### src/rtl/branch_resolve_pkg.sv
package branch_resolve_pkg;
    localparam logic [2:0] K_NONE = 3'd0;
    localparam logic [2:0] K_BEQ  = 3'd1;
    localparam logic [2:0] K_BNE  = 3'd2;
    localparam logic [2:0] K_JMP  = 3'd3;
    localparam logic [2:0] K_JAL  = 3'd4;
    localparam logic [2:0] K_JR   = 3'd5;

    typedef struct packed {
        logic squash;
    } res_state_t;
endpackage

### src/rtl/branch_resolve_cmp.sv
module branch_resolve_cmp #(
    parameter int XLEN = 32
) (
    input  logic [XLEN-1:0] a,
    input  logic [XLEN-1:0] b,
    output logic            same
);
    logic [XLEN-1:0] diff;
    always_comb begin
        diff = a ^ b;
        same = ~|diff;
    end
endmodule

### src/rtl/branch_resolve_addr.sv
module branch_resolve_addr #(
    parameter int XLEN  = 32,
    parameter int OFF_W = 16,
    parameter int IDX_W = 26
) (
    input  logic [XLEN-1:0]  pc,
    input  logic [IDX_W-1:0] field,
    output logic [XLEN-1:0]  pc_next,
    output logic [XLEN-1:0]  br_tgt,
    output logic [XLEN-1:0]  jmp_tgt
);
    localparam int EXT_W = XLEN - OFF_W - 2;
    localparam int HI_W  = XLEN - IDX_W - 2;

    logic [OFF_W-1:0] off;
    logic [XLEN-1:0]  off_sh;

    always_comb begin
        off     = field[OFF_W-1:0];
        off_sh  = {{EXT_W{off[OFF_W-1]}}, off, 2'b00};
        pc_next = pc + XLEN'(4);
        br_tgt  = pc_next + off_sh;
        jmp_tgt = {pc_next[XLEN-1 -: HI_W], field, 2'b00};
    end
endmodule

### src/rtl/branch_resolve.sv
module branch_resolve
    import branch_resolve_pkg::*;
#(
    parameter int XLEN     = 32,
    parameter int OFF_W    = 16,
    parameter int IDX_W    = 26,
    parameter int RIDX_W   = 5,
    parameter int LINK_REG = 31
) (
    input  logic              clk,
    input  logic              rst_n,
    input  logic [2:0]        id_kind,
    input  logic [XLEN-1:0]   id_pc,
    input  logic [XLEN-1:0]   opnd_a,
    input  logic [XLEN-1:0]   opnd_b,
    input  logic [IDX_W-1:0]  id_field,
    output logic              redirect,
    output logic [XLEN-1:0]   target,
    output logic              flush_if,
    output logic              link_we,
    output logic [RIDX_W-1:0] link_idx,
    output logic [XLEN-1:0]   link_val
);
    res_state_t st_q, st_d;

    logic            same;
    logic [XLEN-1:0] pc_next, br_tgt, jmp_tgt;
    logic            take;
    logic            lnk;
    logic [XLEN-1:0] tgt;

    branch_resolve_cmp #(.XLEN(XLEN)) u_cmp (
        .a    (opnd_a),
        .b    (opnd_b),
        .same (same)
    );

    branch_resolve_addr #(.XLEN(XLEN), .OFF_W(OFF_W), .IDX_W(IDX_W)) u_addr (
        .pc      (id_pc),
        .field   (id_field),
        .pc_next (pc_next),
        .br_tgt  (br_tgt),
        .jmp_tgt (jmp_tgt)
    );

    always_comb begin
        st_d = st_q;
        take = 1'b0;
        lnk  = 1'b0;
        tgt  = br_tgt;
        if (!st_q.squash) begin
            case (id_kind)
                K_BEQ: take = same;
                K_BNE: take = ~same;
                K_JMP: begin
                    take = 1'b1;
                    tgt  = jmp_tgt;
                end
                K_JAL: begin
                    take = 1'b1;
                    lnk  = 1'b1;
                    tgt  = jmp_tgt;
                end
                K_JR: begin
                    take = 1'b1;
                    tgt  = opnd_a;
                end
                default: ;
            endcase
        end
        st_d.squash = take;
    end

    always_ff @(posedge clk or negedge rst_n) begin
        if (!rst_n) st_q <= '0;
        else        st_q <= st_d;
    end

    assign redirect = take;
    assign flush_if = take;
    assign target   = tgt;
    assign link_we  = lnk;
    assign link_idx = RIDX_W'(LINK_REG);
    assign link_val = pc_next;
endmodule

### config.mk
export PLATFORM = sky130hd
export DESIGN_NAME = branch_resolve
export DESIGN_NICKNAME = d
export VERILOG_FILES = /design/src/rtl/branch_resolve_pkg.sv /design/src/rtl/branch_resolve_cmp.sv /design/src/rtl/branch_resolve_addr.sv /design/src/rtl/branch_resolve.sv
export SDC_FILE = /design/constraint.sdc
export NUM_CORES = 1
export LEC_CHECK = 0
export ABC_AREA = 1
export CAP_MARGIN = 5
export CORE_ASPECT_RATIO = 1.25
export CORE_MARGIN = 2
export CORE_UTILIZATION = 50
export CTS_BUF_LIST = sky130_fd_sc_hd__clkbuf_16
export DETAILED_ROUTE_END_ITERATION = 16
export DONT_BUFFER_PORTS = 1
export PLACE_DENSITY_LB_ADDON = 0.1
export SLEW_MARGIN = 10
export SYNTH_ARGS = -nofsm -noshare
export SYNTH_HDL_FRONTEND = slang
export SYNTH_SLANG_ARGS = --single-unit
### constraint.sdc
create_clock -name clk -period 2.89 [get_ports clk]
set_input_delay 0.1445 -clock clk [delete_from_list [all_inputs] [get_ports clk]]
set_output_delay 0.1445 -clock clk [all_outputs]
set_load 0.03 [all_outputs]
==> qor.yml <==
min_period_over_period_pct: 99.9
ys_top_cells_by_area: "nand2_1 (23%), ha_1 (11%), inv_1 (11%)"
drt_first_iter_violations: 307
final_util_pct: 68.6
setup_viol: 0
grt-ovfl-total: 0
fillers: 725
largest_register: "st_q"
slew_headroom_pct: 40.6
viasPerCell: 5.56
ys_ff_latch: 1
slew_violations: 0
core_area_um2: 7700
antenna_found_initial: 0
die_y_um: 103
rrSetupSlack_ps: 1500
synth_cells: 747
start_util_pct: 51.0
hpwl_mm: 12.9
ys_async_sr_fraction_pct: 100
ir_drop_mv: 0.237
fin_crit_ps: 2890
rsz0062_at_grt: "yes"
maxCapViolations: 0
synth.avg_cell_area_um2: 5.26
synthesis.area_um2: 3930
status: "finished clean"
path_max_fanout: 4
yosys.area.top_type: "nand2_1"
largest_reg_flops: 1
finalHoldViolCount: 0
ys_seq_area_share_pct: 0.637
wl_per_cell_um: 16.8
fin_nets: 997
layout_common_cells: "nand2_1 (224), inv_1 (107), buf_4 (86)"
grt_max_degree: 24
grt_use_total_pct: 33.2
powerDensity_nw_per_um2: 263
grt_pass1_wl_mm: 23.5
portBuffers: 0
route.vias.total: 5157
worstHoldPathType: "in2out"
die_x_um: 83.3
synth_flop_cell: "dfrtp_1"
cp_data_arrival_time_ps: 2740
std_cell_rows: 36
drt-total-wl_mm: 15.6
dieArea_um2: 8590
drc: 0
place_ws_ps: -141
first_global_vias: 5101
gp_congestion: 0.969
layout-drive-gt1-share_pct: 24.2
first_pass_iters: 5
leakagePower_nw: 2.72
synth.top_cell.area_share_pct: 22.6
finalWorstSetupSlack_ps: 3.10
largestRegisters: "st_q x1"
synth_edf_count: 0
ant_nets: 0
diodes: 0
area_delta_synth_final_pct: 34.4
synth_warnings: 0
layout_commonest_cell: "nand2_1"
endpoint_kind: "output port"
io_pins: 199
startpoint_type: "input pin"
fin_worst_skew_ps: 0
critPathKind: "in2out"
clkLatencyLatePin_ps: 0
yosysUniqueCellTypes: 42
worstPathRequired_ps: 2750
whs_ps: 289
max_freq_mhz: 346
worstMarginPinSlew_ps: 884
cell families (layout without fill, tap and decap cells):
kind of cell	count (synthesis)	count (layout)	share of synthesized area, %
simple gates	425	425	47.4
buf+inv	135	217	14.0
compound gates	97	97	14.7
xor+xnor	53	53	11.8
fa+ha+maj	35	35	11.3
other cells	1	5	0.0954
flops	1	1	0.636
critical path, stage by stage:
cell and delay (ps):
ha_4 130, nand3_4 90, nor2_4 150, nand2_4 80, nor2_8 130, inv_2 60
nor3_4 200, buf_4 160, xor2_4 80, ha_4 300, nand2_1 100, nor2_1 150
inv_1 80, nor3_2 160, nand3_1 130, nand3_1 100, nand2_1 50, nand3_1 150
nand2_1 120, buf_12 150
final cells by class:
type | count | area, um^2 | area share, %
repair buffers | 98 | 876 | 16.6
well taps | 95 | 119 | 2.25
inverters | 119 | 448 | 8.48
flip-flops and latches | 1 | 25.0 | 0.473
multi-input cells | 615 | 3820 | 72.2
power breakdown:
group          switching [mW]  internal (mW)
logic                   0.826          0.544
clock network               0              0
registers             0.00494         0.0158
total                   0.831          0.560
metal layers:
layer / track usage [%] / share of wire, %
met5: 0 / 0
met2: 63.0 / 50
met3: 6.41 / 8.1
met4: 13.7 / 3.7
met1: 36.5 / 38
timing repair:
item,in CTS,in global routing
pin swaps,0,22
resized for setup,15,61
endpoints found under the setup margin,8,16
hold endpoints to repair,1,0
hold buffers,1,0
setup buffers,0,11
Yosys cell counts (3+ instances only):
cell type	instances
buf_4	8
a22oi_1	22
or2_2	7
o22ai_1	7
nand3b_1	4
nor2_1	76
o21ai_0	12
inv_1	110
a21oi_1	33
inv_2	8
o21ai_1	12
nand3_1	55
xnor2_1	38
nor2_2	3
nand4_1	11
nor2_4	3
nor3_1	14
ha_1	34
o21bai_1	5
xor2_1	15
buf_2	6
nand2_1	237
worst paths after layout:
kind / start / endpoint / cells past startpoint
max reg2reg: st_q / st_q / 3
min: id_pc[1] / link_val[1] / 0
max: id_pc[3] / target[24] / 20
max in group asynchronous: rst_n / st_q / 1
min in group asynchronous: rst_n / st_q / 1
min reg2reg: st_q / st_q / 3
through the flow:
stage,std cells,power [mW],setup TNS (ps),area [um^2]
after floorplan,751,0.860,0,4050
after global routing,928,1.49,-1340,5290
final,928,1.39,0,5290
after detailed placement,916,1.29,-677,4850
after global placement,916,1.28,-274,4850
after CTS,917,1.31,0,4950
Power figures use the tool's default switching activity.
